===== src/rtl/octdac_pkg.sv =====
// Package: shared constants, address map and code conversion for the
// octal converter register file. Assumes a 16-bit word, 4-bit address.
package octdac_pkg;
    localparam int WORD_W   = 16;
    localparam int ADDR_W   = 4;
    localparam int PAY_W    = WORD_W - ADDR_W;
    localparam int CODE_W   = 8;
    localparam int CODE_LSB = PAY_W - CODE_W;
    localparam int NUM_CH   = 8;
    localparam int NUM_PAIR = NUM_CH / 2;

    // Address map; the order is decoded by behaviour, not just naming.
    localparam logic [ADDR_W-1:0] ADR_GLB_CTRL  = 4'd8;
    localparam logic [ADDR_W-1:0] ADR_PAIR_CTRL = 4'd9;
    localparam logic [ADDR_W-1:0] ADR_PRESET    = 4'd10;
    localparam logic [ADDR_W-1:0] ADR_RESERVED  = 4'd11;
    localparam logic [ADDR_W-1:0] ADR_PAIR_BASE = 4'd12;

    // Bit positions inside the global control payload.
    localparam int GLB_PDN_BIT = 4;
    localparam int GLB_CAS_BIT = 3;
    localparam int GLB_FMT_BIT = 0;

    // Convert a signed code to offset binary when the format flag is set.
    function automatic logic [CODE_W-1:0] to_offset(input logic [CODE_W-1:0] raw,
                                                    input logic twos);
        to_offset = twos ? {~raw[CODE_W-1], raw[CODE_W-2:0]} : raw;
    endfunction
endpackage


===== src/rtl/octdac_cmd_decode.sv =====
// Module: combinational decoder from a committed command word to write
// enables and data for channels and control registers.
// Assumes word_valid is a single-cycle strobe per word.
module octdac_cmd_decode
    import octdac_pkg::*;
#(
    parameter int N_CH = NUM_CH,
    parameter int C_W  = CODE_W
) (
    input  logic                 word_valid,
    input  logic [WORD_W-1:0]    word_data,
    input  logic                 twos_fmt,
    output logic [N_CH-1:0]      ch_we,
    output logic [N_CH*C_W-1:0]  ch_wdata,
    output logic                 glb_we,
    output logic                 pair_we,
    output logic                 preset_we,
    output logic [PAY_W-1:0]     payload,
    output logic [C_W-1:0]       code
);
    logic [ADDR_W-1:0] addr;
    logic              is_pair;

    // Split the word and convert the code into offset binary if needed.
    always_comb begin
        addr    = word_data[WORD_W-1:PAY_W];
        payload = word_data[PAY_W-1:0];
        code    = to_offset(payload[PAY_W-1:CODE_LSB], twos_fmt);
        is_pair = (addr >= ADR_PAIR_BASE);
    end

    // Decode the control and preset register write strobes.
    always_comb begin
        glb_we    = word_valid && (addr == ADR_GLB_CTRL);
        pair_we   = word_valid && (addr == ADR_PAIR_CTRL);
        preset_we = word_valid && (addr == ADR_PRESET);
    end

    for (genvar i = 0; i < N_CH; i++) begin : g_ch
        localparam logic [ADDR_W-1:0] SELF_ADR = ADDR_W'(i);
        localparam logic [ADDR_W-1:0] PAIR_ADR = ADR_PAIR_BASE + ADDR_W'(i / 2);
        localparam bit                IS_ODD   = (i % 2) == 1;
        // Per-channel write enable: own address or its pair address.
        always_comb begin
            ch_we[i] = word_valid && ((addr == SELF_ADR) || (addr == PAIR_ADR));
            ch_wdata[i*C_W +: C_W] = (is_pair && IS_ODD) ? ~code : code;
        end
    end
endmodule


===== src/rtl/octdac_ctrl_regs.sv =====
// Module: global control, pair control and preset registers.
// Assumes one write strobe at most per cycle; synchronous active-low reset.
module octdac_ctrl_regs
    import octdac_pkg::*;
#(
    parameter int N_PAIR = NUM_PAIR,
    parameter int C_W    = CODE_W
) (
    input  logic              clk,
    input  logic              rst_n,
    input  logic              glb_we,
    input  logic              pair_we,
    input  logic              preset_we,
    input  logic [PAY_W-1:0]  payload,
    input  logic [C_W-1:0]    code,
    output logic              chip_pdn,
    output logic              cascade_en,
    output logic              twos_fmt,
    output logic [N_PAIR-1:0] pair_pdn,
    output logic [N_PAIR-1:0] pair_fast,
    output logic [C_W-1:0]    preset_val
);
    // Global control fields.
    always_ff @(posedge clk) begin
        if (!rst_n) begin
            chip_pdn   <= 1'b0;
            cascade_en <= 1'b0;
            twos_fmt   <= 1'b0;
        end else if (glb_we) begin
            chip_pdn   <= payload[GLB_PDN_BIT];
            cascade_en <= payload[GLB_CAS_BIT];
            twos_fmt   <= payload[GLB_FMT_BIT];
        end
    end

    // Per-pair power-down and speed fields.
    always_ff @(posedge clk) begin
        if (!rst_n) begin
            pair_pdn  <= '0;
            pair_fast <= '0;
        end else if (pair_we) begin
            pair_pdn  <= payload[2*N_PAIR-1:N_PAIR];
            pair_fast <= payload[N_PAIR-1:0];
        end
    end

    // Preset code register.
    always_ff @(posedge clk) begin
        if (!rst_n)         preset_val <= '0;
        else if (preset_we) preset_val <= code;
    end
endmodule


===== src/rtl/octdac_channel_bank.sv =====
// Module: channel input registers and output latches with load gating and
// preset force. Assumes preset_n is already synchronous to clk for the
// latch capture path; the output force path is combinational.
module octdac_channel_bank
    import octdac_pkg::*;
#(
    parameter int N_CH = NUM_CH,
    parameter int C_W  = CODE_W
) (
    input  logic                clk,
    input  logic                rst_n,
    input  logic [N_CH-1:0]     ch_we,
    input  logic [N_CH*C_W-1:0] ch_wdata,
    input  logic                load_n,
    input  logic                preset_n,
    input  logic [C_W-1:0]      preset_val,
    output logic [N_CH*C_W-1:0] in_regs,
    output logic [N_CH*C_W-1:0] ch_code
);
    for (genvar i = 0; i < N_CH; i++) begin : g_ch
        logic [C_W-1:0] in_q;
        logic [C_W-1:0] lat_q;

        // Input register written by the decoder.
        always_ff @(posedge clk) begin
            if (!rst_n)       in_q <= '0;
            else if (ch_we[i]) in_q <= ch_wdata[i*C_W +: C_W];
        end

        // Output latch: preset wins over load.
        always_ff @(posedge clk) begin
            if (!rst_n)        lat_q <= '0;
            else if (!preset_n) lat_q <= preset_val;
            else if (!load_n)   lat_q <= in_q;
        end

        // Drive the channel code, forced to preset while preset is low.
        always_comb begin
            in_regs[i*C_W +: C_W] = in_q;
            ch_code[i*C_W +: C_W] = preset_n ? lat_q : preset_val;
        end
    end
endmodule


===== src/rtl/octal_dac_regfile.sv =====
// Module: top of the octal converter register file. Connects the decoder,
// the control registers and the channel bank. Assumes words come from a
// framing block already in the clk domain.
module octal_dac_regfile
    import octdac_pkg::*;
#(
    parameter int N_CH = NUM_CH,
    parameter int C_W  = CODE_W,
    localparam int N_PAIR = N_CH / 2
) (
    input  logic                clk,
    input  logic                rst_n,
    input  logic                word_valid,
    input  logic [WORD_W-1:0]   word_data,
    input  logic                load_n,
    input  logic                preset_n,
    output logic [N_CH*C_W-1:0] ch_code,
    output logic [N_PAIR-1:0]   pair_pdn,
    output logic [N_PAIR-1:0]   pair_fast,
    output logic                chip_pdn,
    output logic                cascade_en,
    output logic                twos_fmt
);
    logic [N_CH-1:0]     ch_we;
    logic [N_CH*C_W-1:0] ch_wdata;
    logic [N_CH*C_W-1:0] in_regs;
    logic                glb_we;
    logic                pair_we;
    logic                preset_we;
    logic [PAY_W-1:0]    payload;
    logic [C_W-1:0]      code;
    logic [C_W-1:0]      preset_val;

    octdac_cmd_decode #(.N_CH(N_CH), .C_W(C_W)) u_dec (
        .word_valid (word_valid),
        .word_data  (word_data),
        .twos_fmt   (twos_fmt),
        .ch_we      (ch_we),
        .ch_wdata   (ch_wdata),
        .glb_we     (glb_we),
        .pair_we    (pair_we),
        .preset_we  (preset_we),
        .payload    (payload),
        .code       (code)
    );

    octdac_ctrl_regs #(.N_PAIR(N_PAIR), .C_W(C_W)) u_ctrl (
        .clk        (clk),
        .rst_n      (rst_n),
        .glb_we     (glb_we),
        .pair_we    (pair_we),
        .preset_we  (preset_we),
        .payload    (payload),
        .code       (code),
        .chip_pdn   (chip_pdn),
        .cascade_en (cascade_en),
        .twos_fmt   (twos_fmt),
        .pair_pdn   (pair_pdn),
        .pair_fast  (pair_fast),
        .preset_val (preset_val)
    );

    octdac_channel_bank #(.N_CH(N_CH), .C_W(C_W)) u_bank (
        .clk        (clk),
        .rst_n      (rst_n),
        .ch_we      (ch_we),
        .ch_wdata   (ch_wdata),
        .load_n     (load_n),
        .preset_n   (preset_n),
        .preset_val (preset_val),
        .in_regs    (in_regs),
        .ch_code    (ch_code)
    );
endmodule


===== config.mk =====
export PLATFORM = sky130hd
export DESIGN_NAME = octal_dac_regfile
export DESIGN_NICKNAME = d
export VERILOG_FILES = /design/src/rtl/octdac_pkg.sv /design/src/rtl/octdac_cmd_decode.sv /design/src/rtl/octdac_ctrl_regs.sv /design/src/rtl/octdac_channel_bank.sv /design/src/rtl/octal_dac_regfile.sv
export SDC_FILE = /design/constraint.sdc
export NUM_CORES = 1
export LEC_CHECK = 0
export BUFFER_PORTS_ARGS = -buffer_cell sky130_fd_sc_hd__buf_4
export CORE_MARGIN = 2
export CORE_UTILIZATION = 61
export CTS_CLUSTER_DIAMETER = 100
export DETAILED_ROUTE_END_ITERATION = 8
export PLACE_DENSITY = 0.87
export SYNTH_ARGS = -nofsm -noshare
export SYNTH_HDL_FRONTEND = slang
export SYNTH_SLANG_ARGS = --single-unit

===== constraint.sdc =====
create_clock -name clk -period 2.8 [get_ports clk]
set_input_delay 0.14 -clock clk [delete_from_list [all_inputs] [get_ports clk]]
set_output_delay 0.14 -clock clk [all_outputs]
set_load 0.01 [all_outputs]

---- Word level (Yosys, flattened, before mapping) ----
Cells that the tools add are included.
operators by class
  magnitude comparators ................... 1
  eq/ne operators ......................... 15
  mux-type cells .......................... 26
  bitwise gates (word level) .............. 2
  reduce and logical (&&, ||, !) cells .... 20
operators with widths
  operator                                              number
  2-to-1 mux 8 bit                                      26
  equality test 4 bit (second input constant)           7
  equality test 4 x 3 -> 1 bit (second input constant)  4
  logical AND 1 bit                                     11
  equality test 4 x 2 -> 1 bit (second input constant)  2
  logical OR 1 bit                                      8
  inverter 8 bit                                        1
  equality test 4 x 1 -> 1 bit (second input constant)  1
  >= comparator 4 bit (second input constant)           1
  logical NOT 4 bit                                     1
  inequality test 2 bit (second input constant)         1
  inverter 1 bit                                        1
storage, ports and cells
  bits in registers ....................... 147
  input port bits ......................... 21
  output and inout bits ................... 75
  word-level logic and storage cells ...... 86

---- Depth between registers and ports, before layout ----
Gate-level depths: netlist of run 1.
  depth in word-level cells ............... 4
  gate-level depth with buffers ........... 6
  mapped depth without buffers ............ 3

---- Cells and area by module ----
From an unflattened synthesis of run 1, not the netlist that was laid out.
unflattened totals
  cell total of the unflattened synthesis .. 753
  area total of the unflattened synthesis .. 7,138.1 um^2
modules (own cells, without submodules)
  module               times used  cells each  area an instance (um^2)  seq. area each (um^2)
  octdac_channel_bank  1           575         5,547.8                  2,562.5
  octdac_cmd_decode    1           118         880.8                    0.0
  octdac_ctrl_regs     1           60          709.4                    380.4

---- Least setup slack after synthesis of run 1 ----
OpenSTA, ideal clock, no wires.
  path kind ............................... register to register
  start ................................... register u_ctrl.twos_fmt
  end ..................................... register u_bank.g_ch[7].in_q[7]
  setup time .............................. 0.128 ns
  data arrival time ....................... 1.108 ns
  data required time ...................... 2.672 ns
  path slack .............................. 1.564 ns
  stages on the path, launching flop included .. 4
  buffers on the path ..................... 0
  period minus slack after synthesis ...... 1.236 ns
  path through ............................ dfxtp_1 > xor2_1 > xor2_1 > o22ai_1
on the way
  longest elaborated chain between the ends .. 3
ends and longest elaborated chain
  element                 line                       source
  start, declared         octdac_ctrl_regs.sv:18     output logic twos_fmt,
  start signal, assigned  octdac_ctrl_regs.sv:32     twos_fmt <= payload[GLB_FMT_BIT];
  2-to-1 mux 8 bit *      octdac_pkg.sv:27           to_offset = twos ? {~raw[CODE_W-1], raw[CODE_W-2:0]} : raw;
  inverter 8 bit          n/a
  2-to-1 mux 8 bit *      octdac_cmd_decode.sv:46    ch_wdata[i*C_W +: C_W] = (is_pair && IS_ODD) ? ~code : code;
  end signal, assigned    octdac_channel_bank.sv:27  else if (ch_we[i]) in_q <= ch_wdata[i*C_W +: C_W];
  end, declared           octdac_channel_bank.sv:21  logic [C_W-1:0] in_q;
Every way passes the cells marked *; elsewhere a longest branch is shown, timed or not.
A chain may end at the register's enable or synchronous reset.

---- Worst setup path in the final report of run 1 ----
  start ................................... register u_ctrl.preset_val[6]
  end ..................................... output ch_code[30]
on the way
  longest elaborated chain between the ends .. 1
ends and longest elaborated chain
  element                 line                       source
  start, declared         octdac_ctrl_regs.sv:21     output logic [C_W-1:0] preset_val
  start signal, assigned  octdac_ctrl_regs.sv:50     else if (preset_we) preset_val <= code;
  2-to-1 mux 8 bit        octdac_channel_bank.sv:40  ch_code[i*C_W +: C_W] = preset_n ? lat_q : preset_val;
  end, declared           octal_dac_regfile.sv:17    output logic [N_CH*C_W-1:0] ch_code,
Every way passes these cells.

==> flow_summary.json, run 1 <==
{
  "portBuffers": 95,
  "synth_compound_area_frac": 0.176,
  "peakVddDrop_uv": 342,
  "fin_cells": 982,
  "endpoint_kind": "output pin",
  "skew_ns": 0.00508,
  "regArea_sq_um": 2940,
  "clockRootBuffer": "clkbuf_8",
  "place_congestion": 0.841,
  "placed_cell_area_sq_um": 7050,
  "layout_setup_ws_ns": 0.856,
  "power.density_nw_per_um2": 650,
  "cts_tree": "built",
  "overflow": 0,
  "clk_pin_slew_ns": 0.06,
  "tightestPinTransition_ns": 1.11,
  "leakage_nw": 3.52,
  "dieWidth_um": 107,
  "cp.depth": 3,
  "placed_cells": 938,
  "synth.area.top_cells": "dfxtp_1, nand2_1, a311oi_1, mux2i_1, a21oi_1",
  "synthMuxAreaShare": 0.0670,
  "wl_per_cell_um": 18.3,
  "final_cell_mix": "nand2_1, dfxtp_1, buf_4, nor2_1, a21oi_1",
  "multi_input_area_sq_um": 3150,
  "cp-startpoint": "u_ctrl.preset_val[6]",
  "grt_pass1_vias": 5636,
  "drt-total-wl_um": 17900,
  "synth_cell_type_count": 44,
  "power_mw": 5.06,
  "syn_inst": 778,
  "slowest_delay_ns": 0.63,
  "synth_top_family_by_area": "simple AND/OR/NAND/NOR gates",
  "synth_top_area_frac": 0.456,
  "num_vias": 6055,
  "hold_buffers": 12,
  "cts.sinks": 147,
  "yosys.area_share.xor_xnor": 0.0120,
  "fin_area_sq_um": 7790,
  "critical_path.endpoint": "ch_code[30]",
  "cts_setup_buffers": 0,
  "via_per_inst": 6.17,
  "slew_violations": 0,
  "syn_avg_cell_area_sq_um": 8.29,
  "crit_buf_inv": 1,
  "rows": 37,
  "final_util": 0.758,
  "grt_setup_unrepaired": "no",
  "ys_ff_latch": 147,
  "finalHoldViolCount": 0,
  "synth_simple_gate_area_frac": 0.233,
  "grt_usage": 0.313,
  "ctsLongestPathBuffers": 2,
  "clk_latency_ns": 0.54,
  "first_pass_iters": 6,
  "ys_warn_count": 0,
  "grt_pass1_wl_um": 28200,
  "drc": 0,
  "synth_edf_count": 0,
  "setup_viol": 0,
  "ys_seq_area_frac": 0.456,
  "antenna_left": 0,
  "ctsResizeCount": 0,
  "status": "complete, no violations",
  "cp_max_fo": 16,
  "antenna_found_initial": 0,
  "fin_nets": 854,
  "initial_utilization": 0.627,
  "reg2reg_to": "u_bank.g_ch[7].in_q[7]",
  "r2r_slack_ns": 1.28,
  "num-fill-cells": 732,
  "fin_crit_sh": 0.694,
  "path_cells": "nand2b_1 -> nand2_1 -> buf_4",
  "hp-class": "input pin to register",
  "drive_above_1_share": 0.169,
  "numCtsBuffers": 17,
  "r2r_cells": 3,
  "diodes": 0,
  "drv_cap": 0,
  "crit_type": "register to output pin",
  "tns_ns": 0,
  "ys.flop_type": "dfxtp_1",
  "slew-limit-headroom": 0.259,
  "period_needed_ns": 1.94,
  "grt_max_degree": 101,
  "dp.final_hpwl_um": 11000,
  "critPathRequiredTime_ns": 2.66,
  "critPathTopFamily": "simple AND/OR/NAND/NOR gates",
  "synth_fa_ha_area_frac": 0,
  "worstPathArrival_ns": 1.80,
  "drt-initial-drc-count": 618,
  "die_y_um": 107,
  "synth_nets": 799,
  "synth_area_sq_um": 6450,
  "yosys.area.top_type": "dfxtp_1",
  "ios": 96,
  "core_area_sq_um": 10300,
  "reg2reg_from": "u_ctrl.twos_fmt",
  "hold_ws_ns": 0.0363,
  "mostFrequentLayoutCell": "nand2_1",
  "postSynth.asyncResetShare": 0,
  "cts_max_level": 4,
  "area_growth_pct": 20.9,
  "crit_path_start_kind": "register",
  "cp_slowest_cell": "nand2b_1",
  "die-area_sq_um": 11400,
  "max_freq_ghz": 0.515,
  "pre_cts_slack_ns": 0.961
}
-- Yosys cell counts (2+ instances only) --
cell and n:
nand3_1 40, buf_2 21, nor2b_1 3, nor2_1 58, nand2b_1 11, mux2i_1 42, a311oi_1 50, o211ai_4 2
nand2_1 169, a21boi_0 7, buf_4 6, buf_6 2, xnor2_1 2, nor3b_1 9, and3b_1 12, and2_1 3
o2bb2ai_1 3, dfxtp_1 147, xor2_1 5, buf_1 5, nor3_1 15, o21ai_0 47, o2111ai_1 2, clkbuf_1 41
a21oi_1 57
-- sequential cells by signal, summed over array words and instances, names as in the netlist --
| name | count |
|---|---|
| u_ctrl.cascade_en | 1 |
| u_ctrl.preset_val | 8 |
| u_ctrl.pair_pdn | 4 |
| u_bank.g_ch.in_q | 64 |
| u_ctrl.twos_fmt | 1 |
| u_bank.g_ch.lat_q | 64 |
| u_ctrl.pair_fast | 4 |
| u_ctrl.chip_pdn | 1 |
-- power by group --
group / total, mW / switching (mW) / internal, mW
combinational: 0.485 / 0.306 / 0.178
clock: 2.38 / 0.843 / 1.54
sequential: 2.20 / 0.0326 / 2.17
total: 5.06 / 1.18 / 3.88
-- layer usage --
metal  share of wire  track usage  vias to the layer above
li1                -            -                     2823
met1            0.40        0.384                     2892
met2            0.51        0.529                      298
met3           0.072       0.0547                       42
met4           0.023        0.157                        0
met5               0            0                        -
-- final cells by class --
class	instances	area share
multi-input cells	554	0.405
flip-flops and latches	147	0.378
repair buffers	112	0.115
clock buffers	23	0.0612
well taps	136	0.0218
clock inverters	9	0.0193
inverters	1	0.000482
-- tightest hold or removal path: stages --
cell	delay, ns
buf_4	0.19
o2111ai_1	0.12
o2bb2ai_1	0.07
-- worst min path at each step --
stage / start / to / slack (ns) / cells past startpoint
3_5_place_dp: word_data[3] / u_ctrl.pair_fast[3] / 0.42 / 3
6_report: word_data[12] / u_bank.g_ch[3].in_q[7] / 0.04 / 3
2_1_floorplan: word_data[5] / u_bank.g_ch[2].in_q[1] / 0.28 / 2
4_1_cts: word_data[12] / u_bank.g_ch[3].in_q[7] / 0.03 / 3
3_3_place_gp: word_data[2] / u_ctrl.pair_fast[2] / 0.41 / 3
5_1_grt: word_data[12] / u_bank.g_ch[3].in_q[7] / 0.06 / 3
-- logic make-up after synthesis --
family | Yosys count
and+or+nand+nor | 330
AOI/OAI and AO/OA | 173
DFF | 147
buffers and inverters | 77
muxes | 43
xor gates and xnor gates | 8
(Power assumes the default switching activity.)
==> run 2, diff against run 1 <==
--- a/config.mk
+++ b/config.mk
@@ -5,12 +5,13 @@
 export SDC_FILE = /design/constraint.sdc
 export NUM_CORES = 1
 export LEC_CHECK = 0
+export ABC_AREA = 1
 export BUFFER_PORTS_ARGS = -buffer_cell sky130_fd_sc_hd__buf_4
 export CORE_MARGIN = 2
-export CORE_UTILIZATION = 61
+export CORE_UTILIZATION = 51
 export CTS_CLUSTER_DIAMETER = 100
 export DETAILED_ROUTE_END_ITERATION = 8
-export PLACE_DENSITY = 0.87
+export PLACE_DENSITY = 0.78
 export SYNTH_ARGS = -nofsm -noshare
 export SYNTH_HDL_FRONTEND = slang
 export SYNTH_SLANG_ARGS = --single-unit
==> constraint.sdc (replaced) <==
create_clock -name clk -period 1.75 [get_ports clk]
set_input_delay 0.0875 -clock clk [delete_from_list [all_inputs] [get_ports clk]]
set_output_delay 0.0875 -clock clk [all_outputs]
set_load 0.01 [all_outputs]
==> run 2 against run 1 <==
  * Synthesized area shrank 4.4%
  * Design area hardly changed
  * Total power grew 67%
  * Critical path type unchanged
==> flow_summary.json, run 2 <==
{
  "status": "complete, no violations",
  "grt_pass1_vias": 5477,
  "grt_pass1_wl_um": 27300,
  "synthTopCellsByCount": "nand2_1, dfxtp_1, nor2_1",
  "ys_ff_latch": 147,
  "finalHoldViolCount": 0,
  "synth_cell_type_count": 24,
  "slowest_delay_ns": 0.40,
  "synth_area_sq_um": 6160,
  "drt-total-wl_um": 16900,
  "num-fill-cells": 1079,
  "slew_violations": 0,
  "initial_utilization": 0.517,
  "drt-initial-drc-count": 543,
  "cts.sinks": 147,
  "area_growth_pct": 26.5,
  "diodes": 0,
  "cts_max_level": 4,
  "antenna_found_initial": 0,
  "max_freq_ghz": 0.623,
  "pre_cts_slack_ns": 0.267,
  "peakVddDrop_uv": 556,
  "ctsLongestPathBuffers": 2,
  "hold_ws_ns": 0.0596,
  "hp-class": "input pin to register",
  "synth_edf_count": 0,
  "mostFrequentLayoutCell": "nand2_1",
  "die-area_sq_um": 13000,
  "portBuffers": 95,
  "grt_max_degree": 48,
  "cts_tree": "built",
  "r2r_cells": 4,
  "largestRegisters": "u_bank.g_ch.in_q x64, u_bank.g_ch.lat_q x64, u_ctrl.preset_val x8",
  "cts_setup_buffers": 0,
  "path_cells": "nand2_1 -> o21ai_0 -> buf_4",
  "dieWidth_um": 114,
  "period_needed_ns": 1.61,
  "first_pass_iters": 5,
  "grt_usage": 0.265,
  "post-synth-top-count-cell": "nand2_1",
  "endpoint_kind": "output pin",
  "final_util": 0.654,
  "cp_slowest_cell": "nand2_1",
  "drv_cap": 0,
  "wl_per_cell_um": 15.2,
  "die_y_um": 114,
  "postSynth.asyncResetShare": 0,
  "num_vias": 6092,
  "rows": 40,
  "drc": 0,
  "ctsResizeCount": 0,
  "slew-limit-headroom": 0.592,
  "synth.area.top_cells": "dfxtp_1, nand2_1, o21ai_0, nor2_1, a31oi_1",
  "grt_setup_unrepaired": "no",
  "layout_setup_ws_ns": 0.145,
  "syn_inst": 858,
  "overflow": 0,
  "multi_input_area_sq_um": 2720,
  "yosys.area.top_type": "dfxtp_1",
  "skew_ns": 0.00579,
  "via_per_inst": 5.48,
  "setup_viol": 0,
  "fin_crit_sh": 0.917,
  "syn_avg_cell_area_sq_um": 7.18,
  "clockRootBuffer": "clkbuf_16",
  "power.density_nw_per_um2": 1080,
  "drive_above_1_share": 0.167,
  "ys.flop_type": "dfxtp_1",
  "numCtsBuffers": 17,
  "tns_ns": 0,
  "fin_nets": 974,
  "final_cell_mix": "nand2_1, dfxtp_1, nor2_1, buf_4, o21ai_0",
  "ios": 96,
  "ys_warn_count": 0,
  "place_congestion": 0.860,
  "antenna_left": 0,
  "synth_top_area_frac": 0.478,
  "crit_path_start_kind": "register",
  "cp_max_fo": 16,
  "critPathRequiredTime_ns": 1.66,
  "dp.final_hpwl_um": 11200,
  "leakage_nw": 3.71,
  "ys_seq_area_frac": 0.478,
  "crit_type": "register to output pin",
  "regArea_sq_um": 2940,
  "synth_nets": 879,
  "tightestPinTransition_ns": 0.610,
  "core_area_sq_um": 11900,
  "worstPathArrival_ns": 1.52,
  "power_mw": 8.45,
  "clk_latency_ns": 0.42,
  "clk_pin_slew_ns": 0.06,
  "hold_path_depth": 3
}
[run 2: final cells by class]
class,instances,share of cell area
tap,147,0.0236
multi-input combinational,593,0.349
sequential,147,0.378
timing repair buffer,129,0.131
inverter,65,0.0319
clock inverter,9,0.0255
clock buffer,22,0.0608
[run 2: routing by layer]
| metal | vias to the layer above | track usage | share of wire |
|---|---|---|---|
| met2 | 253 | 0.434 | 0.46 |
| met4 | 0 | 0.101 | 0.025 |
| met3 | 40 | 0.0505 | 0.065 |
| met5 | - | 0 | 0 |
| li1 | 3002 | - | - |
| met1 | 2797 | 0.350 | 0.45 |
[run 2: final timing paths]
check	slack [ns]	startpoint	end
setup / recovery	0.14	u_ctrl.preset_val[7]	ch_code[31]
hold reg to reg	0.47	u_bank.g_ch[7].in_q[6]	u_bank.g_ch[7].in_q[6]
hold / removal	0.06	rst_n	u_bank.g_ch[5].in_q[6]
setup reg to reg	0.60	u_ctrl.preset_val[7]	u_bank.g_ch[7].lat_q[7]
[run 2: what timing repair did]
action,in CTS,in global routing
endpoints found under the setup margin,0,0
endpoints found under the hold margin,25,0
hold buffers,11,0
[run 2: cells by family after synthesis]
| logic type | after synthesis | synth area share |
|---|---|---|
| buf+inv | 118 | 0.0806 |
| simple gates | 385 | 0.251 |
| flops | 147 | 0.478 |
| compound gates | 201 | 0.181 |
| xor+xnor | 7 | 0.00995 |
[run 2: stage by stage]
stage / cells / instance area [sq um]
after global placement: 1070 / 7010
final: 1112 / 7790
after CTS: 1112 / 7790
after floorplan: 858 / 6160
after global routing: 1112 / 7790
after detailed placement: 1070 / 7010
[run 2: worst max-delay path: cells and delay by family, from the launching register on]
kind,cells,cell delay [ns]
compound gates,1,0.20
buf+inv,1,0.19
flops,1,0.31
simple gates,1,0.40
[run 2: power by group]
part	switching [mW]	internal, mW
registers	0.0507	3.47
clock network	1.37	2.78
logic	0.490	0.292
==> run 3, diff against run 2 <==
--- a/config.mk
+++ b/config.mk
@@ -7,10 +7,11 @@
 export LEC_CHECK = 0
 export ABC_AREA = 1
 export BUFFER_PORTS_ARGS = -buffer_cell sky130_fd_sc_hd__buf_4
-export CORE_MARGIN = 2
+export CORE_MARGIN = 1
 export CORE_UTILIZATION = 51
 export CTS_CLUSTER_DIAMETER = 100
 export DETAILED_ROUTE_END_ITERATION = 8
+export GPL_TIMING_DRIVEN = 1
 export PLACE_DENSITY = 0.78
 export SYNTH_ARGS = -nofsm -noshare
 export SYNTH_HDL_FRONTEND = slang
==> run 3 against run 2 <==
  * Clock skew barely moved
  * Clock-buffer cell count down 3
  * Wire length fell by 1.4%
  * The run now ends with DRC left
  * Critical path depth grew 1
  * Core utilization up 1.1 points
  * Flip-flop and latch count stayed put
  * Global-route usage grew 1.1 points
  * Largest cell class unchanged
==> flow_summary.json, run 3 (synthesis gave the netlist of run 2 again) <==
{
  "status": "finished with violations",
  "violations": "DRC",
  "initial_utilization": 0.530,
  "core_area_sq_um": 11600,
  "grt_usage": 0.276,
  "crit_type": "register to output pin",
  "via_per_inst": 5.42,
  "leakage_nw": 3.68,
  "layout_setup_ws_ns": 0.0881,
  "reg2reg_to": "u_bank.g_ch[7].lat_q[6]",
  "area_growth_pct": 25.4,
  "grt_pass1_vias": 5429,
  "placed_cells": 1067,
  "wl_per_cell_um": 15.0,
  "die-area_sq_um": 12500,
  "fin_crit_sh": 0.950,
  "tns_ns": 0,
  "hold_start": "word_valid",
  "cts.sinks": 147,
  "max_freq_ghz": 0.602,
  "mostFrequentLayoutCell": "nand2_1",
  "hold_ws_ns": 0.0372,
  "numCtsBuffers": 17,
  "cp_max_fo": 9,
  "portBuffers": 95,
  "diodes": 0,
  "slowest_delay_ns": 0.37,
  "ios": 96,
  "cp_slowest_cell": "nand2_1",
  "period_needed_ns": 1.66,
  "drt-initial-drc-count": 481,
  "antenna_left": 0,
  "r2r_slack_ns": 0.56,
  "overflow": 0,
  "tightestPinTransition_ns": 0.552,
  "rows": 39,
  "crit_path_start_kind": "register",
  "dp.final_hpwl_um": 11000,
  "hp-class": "input pin to register",
  "cts_setup_buffers": 0,
  "final_cell_mix": "nand2_1, dfxtp_1, nor2_1, buf_4, o21ai_0",
  "clk_pin_slew_ns": 0.06,
  "drt-total-wl_um": 16600,
  "critPathRequiredTime_ns": 1.66,
  "drc": 5,
  "place_congestion": 0.818,
  "die_y_um": 112,
  "pre_cts_slack_ns": 0.276,
  "drv_cap": 0,
  "num_vias": 6019,
  "ctsResizeCount": 0,
  "peakVddDrop_uv": 645,
  "grt_setup_unrepaired": "no",
  "min_to": "u_bank.g_ch[6].in_q[7]",
  "ctsLongestPathBuffers": 2,
  "worstPathArrival_ns": 1.57,
  "slew_violations": 0,
  "cp-startpoint": "u_ctrl.preset_val[6]",
  "cts_tree": "built",
  "reg2reg_from": "u_ctrl.preset_val[6]",
  "setup_viol": 0,
  "finalHoldViolCount": 0,
  "antenna_found_initial": 0,
  "path_cells": "nand2_1 -> buf_4 -> nand2_1 -> buf_4",
  "clk_latency_ns": 0.42,
  "first_pass_iters": 7,
  "power.density_nw_per_um2": 1050,
  "endpoint_kind": "output pin",
  "cts_max_level": 4,
  "largestRegisters": "u_bank.g_ch.in_q x64, u_bank.g_ch.lat_q x64, u_ctrl.preset_val x8",
  "final_util": 0.665,
  "skew_ns": 0.00599,
  "fin_cells": 1110,
  "grt_pass1_wl_um": 27400,
  "hold_path_depth": 3,
  "clockRootBuffer": "clkbuf_16",
  "drive_above_1_share": 0.169,
  "slew-limit-headroom": 0.632,
  "fin_nets": 975,
  "dieWidth_um": 112,
  "r2r_cells": 3,
  "grt_max_degree": 59
}
## run 3: cell count changes in the layout (fill, tap and decap cells not counted), sizes merged
cell / before / now
bufinv: 6 / 4
buf: 118 / 119
clkbuf: 22 / 19
clkinv: 2 / 5
inv: 66 / 67
clkinvlp: 0 / 2
## run 3: area by class of cell
cell class | instances | area (sq um)
fill | 987 | 3890
sequential | 147 | 2940
multi-input combinational | 593 | 2720
timing repair buffer | 130 | 1020
clock buffer | 19 | 433
inverter | 65 | 249
clock inverter | 13 | 181
tap | 143 | 179
## run 3: how the worst max path moves through the flow
| stage | slack, ns | cells after the start | end |
|---|---|---|---|
| 6_report | 0.09 | 4 | ch_code[46] |
| 3_5_place_dp | 0.28 | 7 | u_bank.g_ch[0].in_q[2] |
| 4_1_cts | 0.11 | 4 | ch_code[46] |
| 3_3_place_gp | 0.30 | 7 | u_bank.g_ch[0].in_q[6] |
| 5_1_grt | 0.04 | 4 | ch_code[46] |
| 2_1_floorplan | 0.59 | 6 | ch_code[15] |
## run 3: timing repair
action,4_1_cts,5_1_grt
endpoints found under the hold margin,24,0
endpoints found under the setup margin,0,0
hold buffers,11,0
## run 3: metrics by stage
stage / area, sq um / total power [mW]
after CTS: 7720 / 8.13
after floorplan: 6160 / 4.05
after global routing: 7720 / 8.37
final: 7720 / 8.10
after global placement: 7000 / 4.33
after detailed placement: 7000 / 4.34
## run 3: per-layer routing
metal	up-vias	GRT usage	share of wire
met3	18	0.0533	0.062
met1	2758	0.389	0.47
met5	-	0	0
li1	3008	-	-
met2	235	0.427	0.46
met4	0	0.0829	0.011
## run 3: where the power goes
part / switching (mW) / total, mW / internal (mW) / leakage [nW]
clock: 1.42 / 3.80 / 2.38 / 0.298
combinational: 0.488 / 0.778 / 0.290 / 2.18
sequential: 0.0496 / 3.52 / 3.47 / 1.20
total: 1.95 / 8.10 / 6.15 / 3.68
## run 3: worst max-delay path, delay by kind of cell, from the launching register on
kind	cells	cell delay, ns
flops	1	0.33
simple gates	2	0.43
buf+inv	2	0.40
